<file path="src/rtl/stateen_pkg.sv">
package stateen_pkg;
    localparam int XLEN  = 64;
    localparam int SLEN  = 32;
    localparam int HALF  = XLEN / 2;
    localparam int NREGS = 4;
    localparam int AW    = 12;

    localparam logic [XLEN-1:0] REG0_IMPL = 64'hDE00_0000_0000_0007;
    localparam int FCSR_POS = 1;

    localparam logic [AW-1:0] M_LO = 12'h30C;
    localparam logic [AW-1:0] M_HI = 12'h31C;
    localparam logic [AW-1:0] H_LO = 12'h60C;
    localparam logic [AW-1:0] H_HI = 12'h61C;
    localparam logic [AW-1:0] S_LO = 12'h10C;

    typedef enum logic [1:0] {TIER_NONE, TIER_M, TIER_H, TIER_S} tier_e;

    typedef struct packed {
        tier_e      tier;
        logic [1:0] idx;
        logic       upper;
    } csr_sel_t;

    function automatic logic [XLEN-1:0] impl_mask(input int idx);
        return (idx == 0) ? REG0_IMPL : '0;
    endfunction

    function automatic csr_sel_t decode(input logic [AW-1:0] a);
        csr_sel_t s;
        s = '{tier: TIER_NONE, idx: 2'd0, upper: 1'b0};
        for (int i = 0; i < NREGS; i++) begin
            if (a == M_LO + AW'(i)) s = '{tier: TIER_M, idx: 2'(i), upper: 1'b0};
            if (a == M_HI + AW'(i)) s = '{tier: TIER_M, idx: 2'(i), upper: 1'b1};
            if (a == H_LO + AW'(i)) s = '{tier: TIER_H, idx: 2'(i), upper: 1'b0};
            if (a == H_HI + AW'(i)) s = '{tier: TIER_H, idx: 2'(i), upper: 1'b1};
            if (a == S_LO + AW'(i)) s = '{tier: TIER_S, idx: 2'(i), upper: 1'b0};
        end
        return s;
    endfunction
endpackage

</file>
<file path="src/rtl/stateen_decode.sv">
module stateen_decode
    import stateen_pkg::*;
(
    input  logic [AW-1:0]   addr,
    input  logic [XLEN-1:0] wdata,
    input  logic            rv32,
    output csr_sel_t        sel,
    output logic            acc_ok,
    output logic [XLEN-1:0] lane,
    output logic [XLEN-1:0] wdata_al
);
    always_comb begin
        sel    = decode(addr);
        acc_ok = (sel.tier != TIER_NONE) && !(sel.upper && !rv32);
        if (!rv32) begin
            lane     = '1;
            wdata_al = wdata;
        end else if (sel.upper) begin
            lane     = {{HALF{1'b1}}, {HALF{1'b0}}};
            wdata_al = {wdata[HALF-1:0], {HALF{1'b0}}};
        end else begin
            lane     = {{HALF{1'b0}}, {HALF{1'b1}}};
            wdata_al = wdata;
        end
    end
endmodule

</file>
<file path="src/rtl/stateen_tier.sv">
module stateen_tier #(
    parameter int W = 64,
    parameter int N = 4
) (
    input  logic                clk,
    input  logic                rst,
    input  logic [N-1:0]        we,
    input  logic [W-1:0]        wdata,
    input  logic [N-1:0][W-1:0] wmask,
    output logic [N-1:0][W-1:0] q
);
    for (genvar i = 0; i < N; i++) begin : g_reg
        always_ff @(posedge clk) begin
            if (rst)
                q[i] <= '0;
            else if (we[i])
                q[i] <= (q[i] & ~wmask[i]) | (wdata & wmask[i]);
        end
    end
endmodule

</file>
<file path="src/rtl/stateen_csr_file.sv">
module stateen_csr_file
    import stateen_pkg::*;
(
    input  logic        clk,
    input  logic        rst,
    input  logic [11:0] csr_addr,
    input  logic [63:0] csr_wdata,
    input  logic        csr_we,
    output logic [63:0] csr_rdata,
    input  logic        rv32_mode,
    input  logic        virt_mode,
    input  logic        fp_present,
    output logic [63:0] m_en_o,
    output logic [63:0] h_en_o,
    output logic [31:0] s_en_o
);
    csr_sel_t        sel;
    logic            acc_ok;
    logic [XLEN-1:0] lane, wdata_al;

    stateen_decode u_dec (
        .addr(csr_addr), .wdata(csr_wdata), .rv32(rv32_mode),
        .sel(sel), .acc_ok(acc_ok), .lane(lane), .wdata_al(wdata_al)
    );

    logic [NREGS-1:0][XLEN-1:0] m_q, h_q, m_allow, h_allow, m_eff, h_eff, m_wm, h_wm;
    logic [NREGS-1:0][SLEN-1:0] s_q, s_allow, s_eff, s_wm;
    logic [NREGS-1:0]           m_we, h_we, s_we;

    for (genvar i = 0; i < NREGS; i++) begin : g_mask
        localparam logic [XLEN-1:0] IMPL = impl_mask(i);
        logic [XLEN-1:0] fp_kill;
        assign fp_kill    = (i == 0 && fp_present) ? (XLEN'(1) << FCSR_POS) : '0;
        assign m_allow[i] = IMPL & ~fp_kill;
        assign m_eff[i]   = m_q[i] & m_allow[i];
        assign h_allow[i] = IMPL & m_eff[i];
        assign h_eff[i]   = h_q[i] & h_allow[i];
        assign s_allow[i] = IMPL[SLEN-1:0] & m_eff[i][SLEN-1:0]
                          & (virt_mode ? h_eff[i][SLEN-1:0] : {SLEN{1'b1}});
        assign s_eff[i]   = s_q[i] & s_allow[i];

        assign m_wm[i] = m_allow[i] & lane;
        assign h_wm[i] = h_allow[i] & lane;
        assign s_wm[i] = s_allow[i];

        assign m_we[i] = csr_we && acc_ok && sel.tier == TIER_M && sel.idx == 2'(i);
        assign h_we[i] = csr_we && acc_ok && sel.tier == TIER_H && sel.idx == 2'(i);
        assign s_we[i] = csr_we && acc_ok && sel.tier == TIER_S && sel.idx == 2'(i);
    end

    stateen_tier #(.W(XLEN), .N(NREGS)) u_m (
        .clk(clk), .rst(rst), .we(m_we), .wdata(wdata_al), .wmask(m_wm), .q(m_q)
    );
    stateen_tier #(.W(XLEN), .N(NREGS)) u_h (
        .clk(clk), .rst(rst), .we(h_we), .wdata(wdata_al), .wmask(h_wm), .q(h_q)
    );
    stateen_tier #(.W(SLEN), .N(NREGS)) u_s (
        .clk(clk), .rst(rst), .we(s_we), .wdata(wdata_al[SLEN-1:0]), .wmask(s_wm), .q(s_q)
    );

    logic [XLEN-1:0] rsel;
    always_comb begin
        unique case (sel.tier)
            TIER_M:  rsel = m_eff[sel.idx];
            TIER_H:  rsel = h_eff[sel.idx];
            TIER_S:  rsel = {{(XLEN-SLEN){1'b0}}, s_eff[sel.idx]};
            default: rsel = '0;
        endcase
        if (!acc_ok)
            csr_rdata = '0;
        else if (!rv32_mode)
            csr_rdata = rsel;
        else if (sel.upper)
            csr_rdata = {{HALF{1'b0}}, rsel[XLEN-1:HALF]};
        else
            csr_rdata = {{HALF{1'b0}}, rsel[HALF-1:0]};
    end

    assign m_en_o = m_eff[0];
    assign h_en_o = h_eff[0];
    assign s_en_o = s_eff[0];
endmodule

</file>
<file path="config.mk">
export PLATFORM = sky130hd
export DESIGN_NAME = stateen_csr_file
export DESIGN_NICKNAME = d
export VERILOG_FILES = /design/src/rtl/stateen_pkg.sv /design/src/rtl/stateen_decode.sv /design/src/rtl/stateen_tier.sv /design/src/rtl/stateen_csr_file.sv
export SDC_FILE = /design/constraint.sdc
export NUM_CORES = 1
export LEC_CHECK = 0
export BUFFER_PORTS_ARGS = -buffer_cell sky130_fd_sc_hd__buf_2
export CORE_ASPECT_RATIO = 1.4
export CORE_MARGIN = 4
export CORE_UTILIZATION = 65
export DETAILED_ROUTE_END_ITERATION = 12
export PLACE_DENSITY = 0.88
export SYNTH_ARGS = -nofsm -noshare
export SYNTH_HDL_FRONTEND = slang
export SYNTH_HIERARCHICAL = 1
export SYNTH_SLANG_ARGS = --single-unit
</file>
<file path="constraint.sdc">
create_clock -name clk -period 8.51 [get_ports clk]
set_input_delay 1.702 -clock clk [delete_from_list [all_inputs] [get_ports clk]]
set_output_delay 1.702 -clock clk [all_outputs]
set_load 0.05 [all_outputs]
</file>
==> results of run 1 <==
==> results.cfg, run 1 <==
[logic_synthesis]
synthCells = 423
avgSynthCellArea_um2 = 7.77
synth_area_um2 = 3290
synth_warnings = 6

[outcome]
stop_stage = I/O pin placement (3_2_place_iop)
stop_error = [ERROR PPL-0024] Number of IO pins (306) exceeds maximum number of available positions (272). Increase the die perimeter from 320.48um to 416.16um.
status = did not finish

[floorplanning]
fp.dieH_um = 92.1
dieWidth_um = 68.1
initial_utilization = 0.674
rows = 30
==> run 2: changes to the inputs <==
--- a/config.mk
+++ b/config.mk
@@ -6,11 +6,10 @@
 export NUM_CORES = 1
 export LEC_CHECK = 0
 export BUFFER_PORTS_ARGS = -buffer_cell sky130_fd_sc_hd__buf_2
-export CORE_ASPECT_RATIO = 1.4
 export CORE_MARGIN = 4
-export CORE_UTILIZATION = 65
+export CORE_UTILIZATION = 40
 export DETAILED_ROUTE_END_ITERATION = 12
-export PLACE_DENSITY = 0.88
+export PLACE_DENSITY_LB_ADDON = 0.15
 export SYNTH_ARGS = -nofsm -noshare
 export SYNTH_HDL_FRONTEND = slang
 export SYNTH_HIERARCHICAL = 1
==> results.cfg, run 2 <==
[sta]
fin_crit_ns = 5.46
fin_setup_tns_ns = 0
max_freq_mhz = 183
slew_violations = 0
worst_pin_slew_ns = 1.09
min_period_over_period = 0.642
finalHoldViolCount = 0
timing.slew.headroom = 0.272
worst_hold_slack_ns = 0.587
setup_viol = 0
grt_setup_unrepaired = false
setup_ws_ns = 3.05
finClkSkew_ns = 0.00366

[run]
cap_violations = 0

[clock_tree]
cts_buffers = 3
clk_pin_slew_worst_paths_ns = 0.08
insertion_delay_ns = 0.26
postCtsHoldBufs = 0
post_cts_buffers = 0
clock_tree.root_cell = clkbuf_8
cts_tree = yes
cts_buffer_depth = 2
cts_num_sinks = 21
htree_levels = 1
ctsResizeCount = 0

[layout]
final_common_cell = conb_1
final_layout_size_suffix_gt1_frac = 0.188
layout.nets = 534
layout_common_cells = 188 x conb_1, 68 x buf_2, 25 x nand3_1
final_util = 0.354
antenna_cells = 0
fillers = 860
syn2layout_area_growth_pct = -15.5

[global_routing]
track_usage = 0.116
grt_pass1_wl_um = 9180
antenna_found_initial = 0
grt-ovfl-total = 0
grt_max_degree = 22
grt_pass1_vias = 1788

[drt]
dr.pass1.iters = 4
antenna_left = 0
drc = 0
vias_per_cell = 3.92
drtIter0Drc = 62
wl_per_cell_um = 11.9
wirelength_um = 6600
vias = 2165

[power_and_ir_drop]
cellLeakagePower_nw = 1.50
vdd_drop_max_v = 0.0000653
power.density_nw_per_um2 = 132

[worst_setup_path]
r2r_slack_ns = 7.38
worst_ep_arrival_time_ns = 3.76
worstPathMaxFanout = 6
critPathKind = in2out
worstSetupEndpointType = primary output
critPathLaunchType = input pin
crit_required_ns = 6.81

[floorplanning]
fp.dieH_um = 98.7
initial_utilization = 0.419
core_um2 = 7850
io_pins = 306
dieWidth_um = 98.7
rows = 32
fp.dieArea_um2 = 9730

[place]
preCtsSetupSlack_ns = 3.03
port_buffers = 68
dp.final_hpwl_um = 5560
gp_congestion = 0.814

[hold_path]
hold_path.class = reg2reg

[logic_synthesis]
avgSynthCellArea_um2 = 7.77
synthCells = 423
synth_area_um2 = 3290
synth_warnings = 6

[outcome]
status = complete, no violations
[run 2: area by class of cell]
cell class / instances / area [um2] / area share
tap: 102 / 128 / 0.0459
inverter: 2 / 7.51 / 0.00270
timing repair buffer: 69 / 348 / 0.125
sequential: 21 / 420 / 0.151
clock buffer: 4 / 45.0 / 0.0162
multi-input combinational: 355 / 1830 / 0.659
[run 2: final timing paths]
check,from,to,cells after the start
setup reg to reg,flip-flop,flip-flop,4
hold reg to reg,flip-flop,flip-flop,2
hold / removal,flip-flop,flip-flop,2
setup / recovery,csr_addr[11],csr_rdata[62],9
[run 2: worst max-delay path, cell delays in order]
cell and delay (ns):
buf_2 0.10, nand4bb_1 0.19, nor3_2 0.29, o21a_1 0.20, a21boi_1 0.28, nor3b_4 0.32
nand2b_2 0.16, nor2_1 0.21, buf_2 0.30
[run 2: through the flow]
stage	power [mW]	cells	area [um2]
2_1_floorplan	0.359	610	3990
3_3_place_gp	0.297	549	2730
3_5_place_dp	0.297	549	2730
4_1_cts	0.365	553	2780
5_1_grt	0.378	553	2780
6_report	0.366	553	2780
[run 2: power by group]
group          total [mW]  internal, mW  switching (mW)
combinational       0.200       0.00782           0.192
sequential         0.0981        0.0981     0.000000246
clock              0.0685        0.0334          0.0351
total               0.366         0.139           0.227
[run 2: per-layer routing]
metal  part of all wire  track usage  vias up
met5                  0            0        -
met4              0.010       0.0336        0
met3               0.11       0.0177        4
met2               0.48        0.197      156
met1               0.40        0.151      975
li1                   -            -     1030
Power figures use the tool's default switching activity.
==> run 3: changes to the inputs <==
--- a/config.mk
+++ b/config.mk
@@ -5,6 +5,7 @@
 export SDC_FILE = /design/constraint.sdc
 export NUM_CORES = 1
 export LEC_CHECK = 0
+export ABC_AREA = 1
 export BUFFER_PORTS_ARGS = -buffer_cell sky130_fd_sc_hd__buf_2
 export CORE_MARGIN = 4
 export CORE_UTILIZATION = 40
==> constraint.sdc (replaced) <==
create_clock -name clk -period 4.6 [get_ports clk]
set_input_delay 0.92 -clock clk [delete_from_list [all_inputs] [get_ports clk]]
set_output_delay 0.92 -clock clk [all_outputs]
set_load 0.05 [all_outputs]
==> results.cfg, run 3 <==
[worst_setup_path]
critPathKind = in2out
cp_slowest_cell = nor2_2
rr_worst_depth = 8
worstPathMaxFanout = 10
critical-path-top-delay-family = simple AND/OR/NAND/NOR gates
worst_ep_arrival_time_ns = 3.10
crit_required_ns = 3.68
cp.buffers_inverters = 5
worstSetupEndpointType = primary output
critPathLaunchType = input pin
path_cells = buf_2 -> inv_1 -> nand2_1 -> nor2_2 -> nand2_1 -> o21ai_0 -> nor2_1 -> nand3_1 -> nor2_1 -> inv_1 -> buf_4 -> nand3_1 -> nand2_1 -> nand3_1 -> nor2_1 -> buf_2
path_depth = 16
max_stage_delay_ns = 0.34
r2r_slack_ns = 3.39

[floorplanning]
core_um2 = 8890
io_pins = 306
dieWidth_um = 104
fp.dieArea_um2 = 10900
fp.dieH_um = 104
rows = 34
initial_utilization = 0.419

[drt]
vias = 2995
drtIter0Drc = 87
wirelength_um = 7920
vias_per_cell = 3.94
dr.pass1.iters = 4
antenna_left = 0
wl_per_cell_um = 10.4
drc = 0

[sta]
worst_pin_slew_ns = 0.765
grt_setup_unrepaired = false
slew_violations = 0
finClkSkew_ns = 0.000483
worst_hold_slack_ns = 0.516
finalHoldViolCount = 0
max_freq_mhz = 249
min_period_over_period = 0.873
setup_viol = 0
timing.slew.headroom = 0.488
fin_setup_tns_ns = 0
fin_crit_ns = 4.02

[outcome]
status = complete, no violations

[logic_synthesis]
synth_area_um2 = 3720
synthCells = 620
avgSynthCellArea_um2 = 6.00
synth_warnings = 6

[global_routing]
grt_max_degree = 13
track_usage = 0.130
grt_pass1_vias = 2573
grt-ovfl-total = 0
antenna_found_initial = 0
grt_pass1_wl_um = 12200

[layout]
final_common_cell = conb_1
fillers = 1003
layout.nets = 736
final_layout_size_suffix_gt1_frac = 0.142
register_area_um2 = 420
layout_common_cells = 188 x conb_1, 139 x nand2_1, 84 x nor2_1
syn2layout_area_growth_pct = -13.5
antenna_cells = 0
multiInputGateArea_um2 = 1990
fin_cells = 761

[power_and_ir_drop]
fin_total_pwr_uw = 695
power.density_nw_per_um2 = 216
cellLeakagePower_nw = 2.20
vdd_drop_max_v = 0.000111

[place]
gp_congestion = 0.791
port_buffers = 68
dp.final_hpwl_um = 6590
dpl.cell_count = 757

[clock_tree]
postCtsHoldBufs = 0
cts_num_sinks = 21
cts_buffer_depth = 2
insertion_delay_ns = 0.27
ctsResizeCount = 0
cts_tree = yes
post_cts_buffers = 0
cts_buffers = 3
clk_pin_slew_worst_paths_ns = 0.08
clock_tree.root_cell = clkbuf_8
htree_levels = 1

[hold_path]
hold_path.class = reg2reg
whs_path_depth = 4

[run]
cap_violations = 0
==> run 3: cell types whose count changed in the layout (fill, tap and decap cells not counted), sizes merged, moves of 5 or more <==
cell / previous run / this run
mux2: 6 / 0
o21a: 5 / 0
nand3: 26 / 41
nand2: 4 / 143
and2: 24 / 0
nor2: 17 / 89
nor2b: 6 / 0
a21bo: 21 / 0
and3b: 6 / 0
inv: 2 / 74
a21oi: 22 / 5
==> run 3: routing by layer <==
| layer | track usage | vias up | wire (um) |
|---|---|---|---|
| met5 | 0 | - | 0 |
| met4 | 0.0142 | 0 | 27 |
| met3 | 0.0217 | 5 | 812 |
| met2 | 0.245 | 183 | 3870 |
| met1 | 0.159 | 1293 | 3210 |
| li1 | - | 1514 | - |
==> run 3: worst max-delay path by stage <==
stage / from / to
6_report: csr_addr[6] / csr_rdata[30]
5_1_grt: csr_addr[6] / csr_rdata[26]
4_1_cts: csr_addr[6] / csr_rdata[30]
3_5_place_dp: csr_addr[6] / csr_rdata[30]
3_3_place_gp: csr_addr[6] / csr_rdata[62]
2_1_floorplan: csr_addr[6] / csr_rdata[1]
==> run 3: area by class of cell <==
class / count / share of cell area
multi-input combinational: 485 / 0.618
clock inverter: 1 / 0.00156
clock buffer: 3 / 0.0128
sequential: 21 / 0.131
inverter: 74 / 0.0871
tap: 108 / 0.0420
timing repair buffer: 69 / 0.108
==> run 3: power breakdown <==
group	switching [mW]	internal [mW]	total, mW
combinational	0.366	0.0164	0.383
sequential	0.00000170	0.182	0.182
clock	0.0701	0.0606	0.131
==> run 3: tightest hold or removal path: stages, from the launching register on <==
cell	delay, ns
dfxtp_1	0.31
inv_1	0.04
nand2_1	0.04
nand2_1	0.05
nor2_1	0.03
==> run 3: through the flow <==
| stage | utilization | setup WS, ns | instance area [um2] |
|---|---|---|---|
| 3_3_place_gp | 0.357 | 0.695 | 3170 |
| 4_1_cts | 0.362 | 0.618 | 3220 |
| 6_report | 0.362 | 0.582 | 3220 |
| 2_1_floorplan | - | 0.766 | 4420 |
| 5_1_grt | 0.362 | 0.325 | 3220 |
| 3_5_place_dp | 0.357 | 0.620 | 3170 |
